## config.mk

```make
export PLATFORM = sky130hd
export DESIGN_NAME = io_wait_ctrl
export DESIGN_NICKNAME = d
export VERILOG_FILES = /design/src/rtl/io_wait_pkg.sv /design/src/rtl/io_cycle_qual.sv /design/src/rtl/io_wait_counter.sv /design/src/rtl/io_ready_gen.sv /design/src/rtl/io_strobe_gen.sv /design/src/rtl/io_wait_ctrl.sv
export SDC_FILE = /design/constraint.sdc
export NUM_CORES = 1
export LEC_CHECK = 0
export ABC_AREA = 1
export BUFFER_PORTS_ARGS = -buffer_cell sky130_fd_sc_hd__buf_2
export CELL_PAD_IN_SITES_DETAIL_PLACEMENT = 2
export CELL_PAD_IN_SITES_GLOBAL_PLACEMENT = 2
export CORE_UTILIZATION = 22
export DETAILED_ROUTE_END_ITERATION = 8
export GPL_TIMING_DRIVEN = 0
export PLACE_DENSITY = 0.81
export SETUP_SLACK_MARGIN = 0.4
export SYNTH_ARGS = -nofsm -noshare
export SYNTH_HDL_FRONTEND = slang
export SYNTH_SLANG_ARGS = --single-unit
```

## constraint.sdc

```tcl
create_clock -name clk -period 1.35 [get_ports clk]
set_input_delay 0.27 -clock clk [delete_from_list [all_inputs] [get_ports clk]]
set_output_delay 0.27 -clock clk [all_outputs]
set_load 0.005 [all_outputs]
```

## src/rtl/io_wait_pkg.sv

```systemverilog
package io_wait_pkg;

  typedef struct packed {
    logic ads_n;
    logic mio;
    logic dc;
    logic wr;
  } bus_stat_t;

  // An I/O data cycle announced by the address strobe
  function automatic logic io_start_hit(input bus_stat_t s);
    return (!s.ads_n) && (!s.mio) && s.dc;
  endfunction

endpackage

```

## src/rtl/io_cycle_qual.sv

```systemverilog
module io_cycle_qual
  import io_wait_pkg::*;
(
  input  logic      clk,
  input  logic      rst,
  input  bus_stat_t stat,
  input  logic      done,
  output logic      cyc_valid,
  output logic      start
);

  logic valid_q;
  logic hit;

  assign hit       = io_start_hit(stat);
  assign start     = hit && !valid_q;
  assign cyc_valid = valid_q;

  always_ff @(posedge clk) begin
    if (rst)        valid_q <= 1'b0;
    else if (done)  valid_q <= 1'b0;
    else if (start) valid_q <= 1'b1;
  end

  // a qualified strobe on an idle bus opens an access
  p_start_r1: assert property (@(posedge clk) disable iff (rst)
    (!valid_q && hit) |=> valid_q);

  // anything else keeps the block idle
  p_idle_r2: assert property (@(posedge clk) disable iff (rst)
    (!valid_q && !hit) |=> !valid_q);

  // a busy access is not disturbed before ready
  p_busy_hold_r7: assert property (@(posedge clk) disable iff (rst)
    (valid_q && !done) |=> valid_q);

endmodule

```

## src/rtl/io_wait_counter.sv

```systemverilog
module io_wait_counter #(
  parameter int unsigned CNT_W = 3
) (
  input  logic             clk,
  input  logic             rst,
  input  logic             run,
  input  logic             clr,
  output logic [CNT_W-1:0] count
);

  logic [CNT_W-1:0] count_q;
  logic [CNT_W-1:0] carry;

  assign carry[0] = run;

  // Each bit toggles when every lower bit is set and the access is running
  for (genvar i = 0; i < CNT_W; i++) begin : g_bit
    if (i > 0) begin : g_chain
      assign carry[i] = carry[i-1] & count_q[i-1];
    end
    always_ff @(posedge clk) begin
      if (rst || clr)    count_q[i] <= 1'b0;
      else if (carry[i]) count_q[i] <= ~count_q[i];
    end
  end

  assign count = count_q;

  // one step per clock while running
  p_count_step_r3: assert property (@(posedge clk) disable iff (rst)
    (run && !clr) |=> (count_q == $past(count_q) + 1'b1));

  // frozen at zero while idle
  p_idle_zero_r3: assert property (@(posedge clk) disable iff (rst)
    (!run) |=> (count_q == '0));

endmodule

```

## src/rtl/io_ready_gen.sv

```systemverilog
module io_ready_gen #(
  parameter int unsigned CNT_W = 3
) (
  input  logic             clk,
  input  logic             rst,
  input  logic             run,
  input  logic [CNT_W-1:0] count,
  input  logic [CNT_W-1:0] sel,
  output logic             done,
  output logic             rdy_n
);

  // A select of zero still costs one wait state
  function automatic logic [CNT_W-1:0] wait_target(input logic [CNT_W-1:0] s);
    return (s == '0) ? CNT_W'(1) : s;
  endfunction

  logic [CNT_W-1:0] target;

  assign target = wait_target(sel);
  assign done   = run && (count == target);
  assign rdy_n  = !done;

  // the counter never runs past the programmed target
  p_no_overflow_r5: assert property (@(posedge clk) disable iff (rst)
    run |-> (count <= target));

  // ready lasts a single clock
  p_one_pulse_r6: assert property (@(posedge clk) disable iff (rst)
    (!rdy_n) |=> rdy_n);

endmodule

```

## src/rtl/io_strobe_gen.sv

```systemverilog
module io_strobe_gen (
  input  logic clk,
  input  logic rst,
  input  logic start,
  input  logic is_write,
  input  logic done,
  output logic rd_act,
  output logic wr_act
);

  logic rd_q;
  logic wr_q;

  // Set at the start edge, held until ready has been returned
  always_ff @(posedge clk) begin
    if (rst || done) begin
      rd_q <= 1'b0;
      wr_q <= 1'b0;
    end else if (start) begin
      rd_q <= !is_write;
      wr_q <= is_write;
    end
  end

  assign rd_act = rd_q;
  assign wr_act = wr_q;

  // never both strobes
  p_excl_r4: assert property (@(posedge clk) disable iff (rst)
    $onehot0({rd_q, wr_q}));

  // the chosen direction holds until ready
  p_dir_hold_r7: assert property (@(posedge clk) disable iff (rst)
    ((rd_q || wr_q) && !done) |=> ($stable(rd_q) && $stable(wr_q)));

endmodule

```

## src/rtl/io_wait_ctrl.sv

```systemverilog
module io_wait_ctrl
  import io_wait_pkg::*;
#(
  parameter int unsigned CNT_W = 3
) (
  input  logic             clk,
  input  logic             rst,
  input  logic             ads_n,
  input  logic             mio,
  input  logic             dc,
  input  logic             wr,
  input  logic [CNT_W-1:0] wait_sel,
  output logic             cyc_valid,
  output logic [CNT_W-1:0] wcount,
  output logic             ior_n,
  output logic             iow_n,
  output logic             rdy_n
);

  bus_stat_t        stat;
  logic             start;
  logic             done;
  logic             valid;
  logic [CNT_W-1:0] count;
  logic             rd_act;
  logic             wr_act;

  assign stat = '{ads_n: ads_n, mio: mio, dc: dc, wr: wr};

  io_cycle_qual u_qual (
    .clk      (clk),
    .rst      (rst),
    .stat     (stat),
    .done     (done),
    .cyc_valid(valid),
    .start    (start)
  );

  io_wait_counter #(.CNT_W(CNT_W)) u_cnt (
    .clk  (clk),
    .rst  (rst),
    .run  (valid),
    .clr  (done),
    .count(count)
  );

  io_ready_gen #(.CNT_W(CNT_W)) u_rdy (
    .clk  (clk),
    .rst  (rst),
    .run  (valid),
    .count(count),
    .sel  (wait_sel),
    .done (done),
    .rdy_n(rdy_n)
  );

  io_strobe_gen u_strb (
    .clk     (clk),
    .rst     (rst),
    .start   (start),
    .is_write(wr),
    .done    (done),
    .rd_act  (rd_act),
    .wr_act  (wr_act)
  );

  assign cyc_valid = valid;
  assign wcount    = count;
  assign ior_n     = !rd_act;
  assign iow_n     = !wr_act;

  // one strobe exactly when an access is open
  p_strobe_match_r4: assert property (@(posedge clk) disable iff (rst)
    valid == ($countones({rd_act, wr_act}) == 1));

  // a fresh access starts its count at zero
  p_start_zero_r1: assert property (@(posedge clk) disable iff (rst)
    start |=> (count == '0));

  // everything clears on the edge after ready
  p_clear_r6: assert property (@(posedge clk) disable iff (rst)
    done |=> (!valid && !rd_act && !wr_act && count == '0));

  // synchronous reset clears the sequence
  p_reset_r8: assert property (@(posedge clk)
    rst |=> (!valid && !rd_act && !wr_act && count == '0));

endmodule

```

# [Word-level counts from Yosys, hierarchy flattened]
# Index checks and enable logic that the tools add are counted.
[totals] ff_bits=6 inputBits=9 out_inout_bits=7 elab_cells=27
[op_classes] n_eq_ne=1 bitwise_logic=5 muxes=1 reduce_logical=14
[ops] op="logical NOT 1 bit" count=7
[ops] op="logical AND 1 bit" count=4
[ops] op="equality test 3 bit" count=1
[ops] op="logical NOT 3 bit" count=1
[ops] op="two-way mux 3 bit" count=1
[ops] op="NOT 1 bit" count=3
[ops] op="AND 1 bit" count=2
[ops] op="OR reduction 2 bit" count=1
[ops] op="logical OR 1 bit" count=1

# [Longest topological paths before layout]
# Gate-level depths: netlist (run 1).
[logic_depth] word_depth=5 depth_mapped=8 mapped_depth_nobuf=8

# [Hierarchy]
# A second synthesis (run 1) with hierarchy kept.
[hier_totals] hier_cells=60 area_unflattened_um2=357.8
[modules_own_cells] module="io_wait_counter" seq_area_each_um2=60.1 cells_per_inst=16 instances=1 area_each_um2=121.4
[modules_own_cells] module="io_ready_gen" seq_area_each_um2=0.0 cells_per_inst=24 instances=1 area_each_um2=102.6
[modules_own_cells] module="io_strobe_gen" seq_area_each_um2=40.0 cells_per_inst=11 instances=1 area_each_um2=76.3
[modules_own_cells] module="io_cycle_qual" seq_area_each_um2=20.0 cells_per_inst=7 instances=1 area_each_um2=50.0
[modules_own_cells] module="io_wait_ctrl" seq_area_each_um2=0.0 cells_per_inst=2 instances=1 area_each_um2=7.5

# [Worst setup path after synthesis (run 1)]
# No wires, ideal clock.
[synth_path] path_kind="reg-to-output" from="reg u_cnt.count_q[1], in the netlist u_cnt.count[1]" to="out rdy_n" n_path_buf=0 arrival_time_ps=702 required_time_ps=1080 path_stages_with_launch=4 slack_ps=378 path_cell_list="dfxtp_1 xor2_1 nor2_1 nand2_2"
[synth_between] elab_chain_len=3
[synth_lines] item="from (decl)" line="io_wait_counter.sv:11" text="logic [CNT_W-1:0] count_q;"
[synth_lines] item="from (signal, indexed assignment)" line="io_wait_counter.sv:23" text="else if (carry[i]) count_q[i] <= ~count_q[i];"
[synth_lines] item="equality test 3 bit" line="io_ready_gen.sv:21" text="assign done = run && (count == target);"
[synth_lines] item="logical AND 1 bit" line="io_ready_gen.sv:21"
[synth_lines] item="logical NOT 1 bit" line="io_ready_gen.sv:22" text="assign rdy_n = !done;"
[synth_lines] item="to (decl)" line="io_wait_ctrl.sv:17" text="output logic rdy_n"
# No other way between the ends.

# [Worst setup path after layout (run 1)]
[layout_path] from="reg u_cnt.count_q[0], in the netlist u_cnt.count[0]" to="out rdy_n"
# Same word-level chain as after synthesis.

==> results.toml, run 1 <==
[floorplan]
placement_rows = 13
core_area_sq_um = 1350
num_io_pins = 16
floorplan.die_area_sq_um = 1666
dieWidth_um = 40.82
die_y_um = 40.82
floorplan.initialDensity_pct = 24.56

[synthesis]
syn_inst = 49
synth_nets = 58
yosysWarningCount = 0
yosys.cell_types.count = 11
netlist_area_sq_um = 331.6
ys_seq_elements = 6
part_of_the_yosys_area_used_for_sequential_elements_pct = 36.23
postSynthAreaPerCell_sq_um = 6.767

[power_and_ir_drop]
largest_vdd_supply_drop_mv = 0.3371
power_frac_comb_pct = 24.9
seq_power_share_pct = 38.9
cellPowerDensity_nw_per_um2 = 721.4
power.leakage_nw = 0.3173
power_report.internal_total_uw = 340.1
switching_share_pct = 29.31
finalPower_uw = 481.1
net-switching-power_uw = 141.0
power.share.clock_pct = 36.2

[timing]
slew-limit-headroom_pct = 81.48
setup_tns_ps = -8.538
setup_viol_count_final = 1
grt_setup_unrepaired = "true"
maxClockFrequency_ghz = 0.7361
finalCritPeriodShare_pct = 100.6
final-hold-violation-count = 0
timing_max_transition_violations_final = 0
max_slew.worst_pin.slew_ps = 276.8
final.min_clock_period_ps = 1359
skew_ps = 3.644
holdWs_ps = 313.2
final.setup.worst_slack_ps = -8.538

[clocking]
clock_latency_reported_for_the_late_side_of_the_worst_skew_pair_ps = 250
clock_tree_from_tritoncts = "yes"
clock_tree.htree_level_count = 1
clockBufferDepth = 2
worst_path_clk_slew_ps = 50
ctsRootBufferMaster = "sky130_fd_sc_hd__clkbuf_4"
tritoncts_num_sinks = 6
cts_inserted_buffers = 3

[global_routing]
number_of_global_route_vias_before_repair = 416
grt_antenna_before_repair = 0
grt_start_max_net_pins = 7
grt_pass1_wl_um = 1704
grt_remaining_overflow = 0
grt_usage_pct = 16.78

[run_status]
violated_checks = "negative setup slack"
run_status = "finished with violations"

[routing]
wl_per_cell_um = 15.74
totalWireLength_um = 1464
remaining_drc_errors = 0
vias = 428
dr.pass1.iters = 2
drt_first_iter_violations = 2
detail-route-antenna-nets = 0
vias_per_cell = 4.602

[critical_path]
critical_path.endpoint_type = "primary output"
critPathTopFamily = "flip-flops"
cp-start-kind = "flip-flop"
worstPathMaxFanout = 4
crit_slowest_cell = "sky130_fd_sc_hd__dfxtp_4"
crit_path_dat_ps = 1090
path_class = "flip-flop to primary output"
critPathMaxStageDelay_ps = 360
cp_num_buf_inv = 3
timing.critical_path.required_ps = 1080
critical_path_cell_sequence = "inv_1, nand2_1, nand2_1, inv_1, nand2_2, buf_6"

[flow_run]
drv.max_cap_violation_count = 0

[layout]
post_route_cells_drive_above_1_share_pct = 71.79
antenna_cells_inserted = 0
multiInputGateArea_sq_um = 235.2
ff_latch_area_sq_um = 135.1
final_area_sq_um = 666.9
fin_nets = 89
area_delta_synth_final_pct = 101.1
utilization_pct = 49.40
nFillCells = 159
finalNonFillerCells = 93

[placed_design]
dp_hpwl_um = 714.2
globalplace.congestion = 0.6578
post_dp_cell_area_sq_um = 427.9
numPlacedInstances = 79
dpl_worst_slack_ps = 127.2
port_buffers = 15

[hold_path]
holdCritPathClass = "input port to flip-flop"
-- worst paths after layout --
kind | start | endpoint | slack (ps) | cells after the start
worst max-delay path | u_cnt.count[0]$_SDFFE_PP0P_ | rdy_n | -9 | 6
worst max register to register | u_qual.cyc_valid$_SDFFE_PP0P_ | u_cnt.count[2]$_SDFFE_PP0P_ | 170 | 7
worst min-delay path | wr | u_strb.wr_act$_SDFFE_PP0P_ | 310 | 3
worst min register to register | u_strb.rd_act$_SDFFE_PP0P_ | u_strb.rd_act$_SDFFE_PP0P_ | 550 | 4
-- power by group through the flow --
stage | clock [mW] | combinational [mW] | sequential [mW]
finish | 0.174 | 0.120 | 0.187
detailed placement | 0 | 0.0631 | 0.195
CTS | 0.176 | 0.0947 | 0.188
global route | 0.181 | 0.129 | 0.188
floorplan | 0 | 0.0357 | 0.193
global placement | 0 | 0.0603 | 0.194
-- Yosys cell counts --
| cell | n | share of area, % |
|---|---|---|
| sky130_fd_sc_hd__nand2_1 | 10 | 11 |
| sky130_fd_sc_hd__nand3_1 | 4 | 6.0 |
| sky130_fd_sc_hd__a21oi_1 | 1 | 1.5 |
| sky130_fd_sc_hd__xor2_1 | 3 | 7.9 |
| sky130_fd_sc_hd__nor2_1 | 2 | 2.3 |
| sky130_fd_sc_hd__dfxtp_1 | 6 | 36 |
| sky130_fd_sc_hd__inv_1 | 12 | 14 |
| sky130_fd_sc_hd__nand2_4 | 1 | 3.4 |
| sky130_fd_sc_hd__nand2_2 | 1 | 1.9 |
| sky130_fd_sc_hd__o21ai_0 | 3 | 4.5 |
| sky130_fd_sc_hd__nor2_2 | 6 | 11 |
-- what timing repair did --
action	4_1_cts	5_1_grt
setup endpoints to repair	13	13
setup buffers	9	2
hold buffers	0	0
gates resized for setup	25	11
pin swaps	12	6
cloned	0	0
-- layout make-up --
type | instances | share of cell area [%]
clock buffer | 3 | 3.377
inverter | 12 | 7.129
sequential | 6 | 20.26
multi-input combinational | 31 | 35.27
timing repair buffer | 26 | 31.14
tap | 15 | 2.814
-- worst register-to-register path, delay by kind of cell, from the launching register on --
kind                   cells  cell delay, ps
XOR/XNOR                   1             170
AND/OR/NAND/NOR            2             170
buffers and inverters      4             430
flip-flops                 1             350
-- sequential cells by signal (all words and copies together) (netlist names) --
register,cells
u_cnt.count,3
u_strb.rd_act,1
u_strb.wr_act,1
u_qual.cyc_valid,1
-- layer usage --
layer  global-route usage [%]  share of wire, %  vias to the layer above
li1                         -                 -                      205
met1                    15.79                40                      206
met2                    33.59                56                       15
met3                    3.261               3.7                        2
met4                    7.500              0.55                        0
met5                        0                 0                        -
-- cell families (layout without fill, tap and decap cells) --
group	after synthesis	in the layout	synth area share [%]
xor gates and xnor gates	3	3	7.926
and+or+nand+nor	24	24	36.23
DFF	6	6	36.23
AOI/OAI and AO/OA	4	4	6.035
buffers and inverters	12	41	13.58
-- placed cells by master, fill, tap and decap left out --
cell type,synthesis,layout
sky130_fd_sc_hd__nand3_1,4,1
sky130_fd_sc_hd__o21ai_2,0,2
sky130_fd_sc_hd__buf_4,0,6
sky130_fd_sc_hd__nor2_2,6,7
sky130_fd_sc_hd__dfxtp_2,0,3
sky130_fd_sc_hd__nand3_4,0,2
sky130_fd_sc_hd__dfxtp_4,0,3
sky130_fd_sc_hd__nand2_2,1,3
sky130_fd_sc_hd__clkbuf_4,0,3
sky130_fd_sc_hd__xor2_1,3,2
sky130_fd_sc_hd__o21ai_0,3,1
sky130_fd_sc_hd__inv_1,12,9
sky130_fd_sc_hd__nand2_4,1,1
sky130_fd_sc_hd__nor2_1,2,1
sky130_fd_sc_hd__nand2_1,10,7
sky130_fd_sc_hd__inv_4,0,1
sky130_fd_sc_hd__buf_6,0,10
sky130_fd_sc_hd__inv_2,0,2
sky130_fd_sc_hd__nand2_8,0,1
sky130_fd_sc_hd__xor2_2,0,1
sky130_fd_sc_hd__nand3_2,0,1
sky130_fd_sc_hd__buf_2,0,10
sky130_fd_sc_hd__a21oi_1,1,1
(Power assumes the default switching activity.)
==> run 2: changes to the inputs <==
CORE_MARGIN = 3   (was unset)
==> run 2 against run 1 <==
The flow now finishes without violations. Final area is 7.3% lower. Register-to-register slack hardly changed. Wire length is 21% lower.
==> results.toml, run 2 (synthesis gave the netlist of run 1 again) <==
[global_routing]
grt_antenna_before_repair = 0
grt_usage_pct = 14.00
number_of_global_route_vias_before_repair = 438
grt_remaining_overflow = 0
grt_start_max_net_pins = 7
grt_pass1_wl_um = 1959

[power_and_ir_drop]
largest_vdd_supply_drop_mv = 0.4278
cellPowerDensity_nw_per_um2 = 725.1
power_report.internal_total_uw = 331.5
net-switching-power_uw = 116.6
power.share.clock_pct = 35.9
switching_share_pct = 26.03
power_frac_comb_pct = 21.8
power.leakage_nw = 0.2923
seq_power_share_pct = 42.2

[layout]
layout_common_cells = "11 x sky130_fd_sc_hd__buf_2, 9 x sky130_fd_sc_hd__inv_1, 9 x sky130_fd_sc_hd__nand2_1"
regMostFlops = "u_cnt.count"
area_delta_synth_final_pct = 86.42
final_area_sq_um = 618.1
antenna_cells_inserted = 0
post_route_cells_drive_above_1_share_pct = 62.82
flip_flop_count_of_the_largest_register_after_layout = 3
most_common_cell_after_layout_fill_and_taps_aside = "sky130_fd_sc_hd__buf_2"
fin_nets = 89

[timing]
finalCritPeriodShare_pct = 97.05
final-hold-violation-count = 0
slew-limit-headroom_pct = 84.51
skew_ps = 5.569
setup_viol_count_final = 0
setup_tns_ps = 0
grt_setup_unrepaired = "true"
maxClockFrequency_ghz = 0.7632
final.min_clock_period_ps = 1310
timing_max_transition_violations_final = 0
max_slew.worst_pin.slew_ps = 231.5

[clocking]
cts_hold_buf = 0
ctsRootBufferMaster = "sky130_fd_sc_hd__clkbuf_4"
clockBufferDepth = 2
clock_tree.htree_level_count = 1
clock_tree_from_tritoncts = "yes"
tritoncts_num_sinks = 6
clock_latency_reported_for_the_late_side_of_the_worst_skew_pair_ps = 240
worst_path_clk_slew_ps = 50
cts_inserted_buffers = 3

[placed_design]
port_buffers = 15
post_dp_cell_area_sq_um = 427.9
globalplace.congestion = 0.7121
dp_hpwl_um = 759.3

[routing]
dr.pass1.iters = 2
remaining_drc_errors = 0
totalWireLength_um = 1156
wl_per_cell_um = 12.43
vias_per_cell = 4.430
vias = 412
detail-route-antenna-nets = 0
drt_first_iter_violations = 3

[run_status]
run_status = "completed"

[critical_path]
crit_path_dat_ps = 1040
worstPathMaxFanout = 3
r2r_setup_slack_ps = 170
timing.critical_path.required_ps = 1080
critical_path.endpoint_type = "primary output"
cp-start-kind = "flip-flop"
path_class = "flip-flop to primary output"

[floorplan]
floorplan.die_area_sq_um = 2009
core_area_sq_um = 1350
floorplan.initialDensity_pct = 24.56
num_io_pins = 16
dieWidth_um = 44.82
placement_rows = 13
die_y_um = 44.82

[hold_path]
holdCritPathClass = "input port to flip-flop"

[flow_run]
drv.max_cap_violation_count = 0
==> run 2: changes by cell type in the layout (fill, tap and decap cells not counted), moves of 2 or more <==
cell / delta
sky130_fd_sc_hd__buf_6: -3
sky130_fd_sc_hd__nand3_1: +2
sky130_fd_sc_hd__nor2_4: +4
sky130_fd_sc_hd__nor2_2: -4
sky130_fd_sc_hd__buf_4: +2
sky130_fd_sc_hd__o21ai_2: -2
sky130_fd_sc_hd__nand3_4: -2
sky130_fd_sc_hd__nand2_1: +2
==> run 2: per-layer routing <==
metal / share of wire, % / wire length [um] / GRT usage, % / up-vias
met2: 58 / 667 / 25.50 / 13
met5: 0 / 0 / 0 / -
met4: 1.5 / 17 / 8.772 / 0
li1: - / - / - / 203
met3: 7.2 / 83 / 2.390 / 2
met1: 34 / 388 / 14.70 / 194
==> run 2: final timing paths <==
| check | from | endpoint | cells after the start |
|---|---|---|---|
| setup / recovery | u_cnt.count[2]$_SDFFE_PP0P_ | rdy_n | 6 |
| setup reg to reg | u_cnt.count[2]$_SDFFE_PP0P_ | u_cnt.count[1]$_SDFFE_PP0P_ | 9 |
| hold / removal | dc | u_qual.cyc_valid$_SDFFE_PP0P_ | 3 |
| hold reg to reg | u_strb.rd_act$_SDFFE_PP0P_ | u_strb.rd_act$_SDFFE_PP0P_ | 4 |
==> run 2: power groups by stage <==
stage | Clock (mW) | Combinational, mW | Sequential (mW)
after CTS | 0.169 | 0.0820 | 0.188
after floorplan | 0 | 0.0357 | 0.193
after global placement | 0 | 0.0607 | 0.194
final | 0.161 | 0.0979 | 0.189
after detailed placement | 0 | 0.0640 | 0.194
after global routing | 0.182 | 0.111 | 0.190
==> run 2: timing repair <==
action	in CTS	in global routing
setup buffers	9	2
pin swaps	2	2
resized for setup	10	14
setup endpoints to repair	13	13
gates cloned	0	0
==> run 2: critical path: stages (launching register included) <==
cell	delay (ps)
sky130_fd_sc_hd__dfxtp_2	340
sky130_fd_sc_hd__inv_2	50
sky130_fd_sc_hd__nand2_2	60
sky130_fd_sc_hd__nand3_2	60
sky130_fd_sc_hd__nor2_2	120
sky130_fd_sc_hd__nand2_2	50
sky130_fd_sc_hd__buf_2	120
==> run 2: cell type report <==
type                       count  area (sq um)
sequential                     6         132.6
multi-input combinational     31         205.2
inverter                      12         45.04
tap                           15         18.77
clock buffer                   3         22.52
timing repair buffer          26         193.9
fill                         163         732.0
==> run 2: per-stage QoR <==
step	setup WS (ps)	power [mW]	util (%)	cells	hold WS [ps]
2_1_floorplan	400.5	0.2287	-	49	444.7
3_3_place_gp	169.0	0.2546	31.70	79	544.1
3_5_place_dp	141.2	0.2583	31.70	79	553.4
4_1_cts	31.31	0.4396	40.96	91	303.6
5_1_grt	-44.42	0.4827	45.78	93	317.0
6_report	39.77	0.4482	45.78	93	311.3
==> run 3: changes to the inputs <==
CELL_PAD_IN_SITES_DETAIL_PLACEMENT = unset   (was 2)
CELL_PAD_IN_SITES_GLOBAL_PLACEMENT = unset   (was 2)
CORE_AREA = 3 3 40 42   (was unset)
CORE_MARGIN = unset   (was 3)
CORE_UTILIZATION = unset   (was 22)
DIE_AREA = 0 0 43 45   (was unset)
PLACE_DENSITY = 0.57   (was 0.81)
SETUP_SLACK_MARGIN = 0.2   (was 0.4)
==> run 3 against run 2 <==
Largest cell class unchanged. Die area is 3.7% lower. First-iteration DRC count up 33%. Sequential power barely moved. Flip-flop and latch count did not move. Critical path type unchanged.
==> results.toml, run 3 (synthesis gave the netlist of run 1 again) <==
[global_routing]
grt_start_max_net_pins = 7
number_of_global_route_vias_before_repair = 306
grt_pass1_wl_um = 1131
grt_remaining_overflow = 0
grt_antenna_before_repair = 0
grt_usage_pct = 7.840

[clocking]
cts_hold_buf = 0
clock_tree.htree_level_count = 1
tritoncts_num_sinks = 6
cts_inserted_buffers = 3
clock_tree_from_tritoncts = "yes"
clock_latency_reported_for_the_late_side_of_the_worst_skew_pair_ps = 240
worst_path_clk_slew_ps = 40
clockBufferDepth = 2
ctsRootBufferMaster = "sky130_fd_sc_hd__clkbuf_4"

[critical_path]
cp_num_buf_inv = 1
number_of_cells_on_the_critical_path = 4
worstPathMaxFanout = 4
critical_path.endpoint_type = "primary output"
cp-start-kind = "flip-flop"
critPathTopFamily = "flip-flops"
critPathMaxStageDelay_ps = 350
critical_path_cell_sequence = "xor2_2, nor2_2, nand2_2, buf_6"
worst-r2r-cell-count = 7
crit_slowest_cell = "sky130_fd_sc_hd__dfxtp_4"
timing.critical_path.required_ps = 1080
path_class = "flip-flop to primary output"
crit_path_dat_ps = 1030

[layout]
nFillCells = 149
antenna_cells_inserted = 0
flip_flop_count_of_the_largest_register_after_layout = 3
layout_common_cells = "14 x sky130_fd_sc_hd__buf_2, 11 x sky130_fd_sc_hd__inv_1, 10 x sky130_fd_sc_hd__nand2_1"
fin_nets = 81
most_common_cell_after_layout_fill_and_taps_aside = "sky130_fd_sc_hd__buf_2"
area_delta_synth_final_pct = 53.96
regMostFlops = "u_cnt.count"
post_route_cells_drive_above_1_share_pct = 51.43

[routing]
wl_per_cell_um = 7.941
vias_per_cell = 4.129
dr.pass1.iters = 2
totalWireLength_um = 675
detail-route-antenna-nets = 0
drt_first_iter_violations = 4
remaining_drc_errors = 0
vias = 351

[placed_design]
dp_hpwl_um = 526
globalplace.congestion = 0.7204
port_buffers = 15

[timing]
max_slew.worst_pin.slew_ps = 194.1
setup_viol_count_final = 0
skew_ps = 2.975
finalCritPeriodShare_pct = 96.17
final.min_clock_period_ps = 1298
final-hold-violation-count = 0
grt_setup_unrepaired = "true"
slew-limit-headroom_pct = 86.92
timing_max_transition_violations_final = 0
maxClockFrequency_ghz = 0.7702
setup_tns_ps = 0

[floorplan]
floorplan.initialDensity_pct = 25.80
core_area_sq_um = 1285
num_io_pins = 16
dieWidth_um = 43
placement_rows = 13
floorplan.die_area_sq_um = 1935
die_y_um = 45

[run_status]
run_status = "completed"

[power_and_ir_drop]
largest_vdd_supply_drop_mv = 0.3170
seq_power_share_pct = 45.4
power_report.internal_total_uw = 314.6
power.leakage_nw = 0.2452
power_frac_comb_pct = 15.9
cellPowerDensity_nw_per_um2 = 817.6
net-switching-power_uw = 102.8
finalPower_uw = 417.4
switching_share_pct = 24.64
power.share.clock_pct = 38.8

[flow_run]
drv.max_cap_violation_count = 0

[hold_path]
worstHoldPathCells = 3
holdCritPathClass = "input port to flip-flop"
run 3: cell type report:
cell class	count	area, sq um	area share, %
clock buffer	3	22.52	4.412
inverter	12	45.04	8.824
tap	15	18.77	3.676
timing repair buffer	18	107.6	21.08
multi-input combinational	31	190.2	37.25
sequential	6	126.4	24.75
run 3: per-stage QoR:
stage               hold slack, ps  area (sq um)  instances  utilization, %  worst slack (ps)
finish                       310.2         510.5         85           39.73             51.72
global route                 333.5         510.5         85           39.73            -8.999
CTS                          301.6         466.7         84           36.32             30.46
detailed placement           553.9         425.4         79           33.11             185.2
global placement             546.8         425.4         79           33.11             192.4
floorplan                    444.7         331.6         49               -             378.3
run 3: path summary, 6_finish.rpt:
path	startpoint	end	slack, ps
max	u_cnt.count[1]$_SDFFE_PP0P_	rdy_n	50
min	dc	u_qual.cyc_valid$_SDFFE_PP0P_	310
max reg2reg	u_cnt.count[1]$_SDFFE_PP0P_	u_qual.cyc_valid$_SDFFE_PP0P_	200
min reg2reg	u_cnt.count[1]$_SDFFE_PP0P_	u_cnt.count[1]$_SDFFE_PP0P_	560
run 3: power groups by stage:
| stage | sequential (mW) | combinational, mW | clock [mW] |
|---|---|---|---|
| 2_1_floorplan | 0.193 | 0.0358 | 0 |
| 6_report | 0.189 | 0.0662 | 0.162 |
| 3_3_place_gp | 0.193 | 0.0594 | 0 |
| 5_1_grt | 0.190 | 0.0761 | 0.176 |
| 4_1_cts | 0.191 | 0.0609 | 0.171 |
| 3_5_place_dp | 0.193 | 0.0601 | 0 |
run 3: worst min-delay path, cell delays in order:
cell,delay [ps]
sky130_fd_sc_hd__buf_2,90
sky130_fd_sc_hd__a21oi_1,70
sky130_fd_sc_hd__nor2_2,90
run 3: what timing repair did:
action	4_1_cts	5_1_grt
endpoints found under the setup margin	1	7
pin swaps	2	3
setup buffers	2	1
gates resized for setup	4	7
run 3: metal layers:
metal | track usage (%) | vias up | routed length (um)
met5 | 0 | - | 0
met4 | 5.422 | 0 | 12
met3 | 2.789 | 2 | 73
met2 | 11.38 | 14 | 312
met1 | 9.685 | 149 | 277
li1 | - | 186 | -
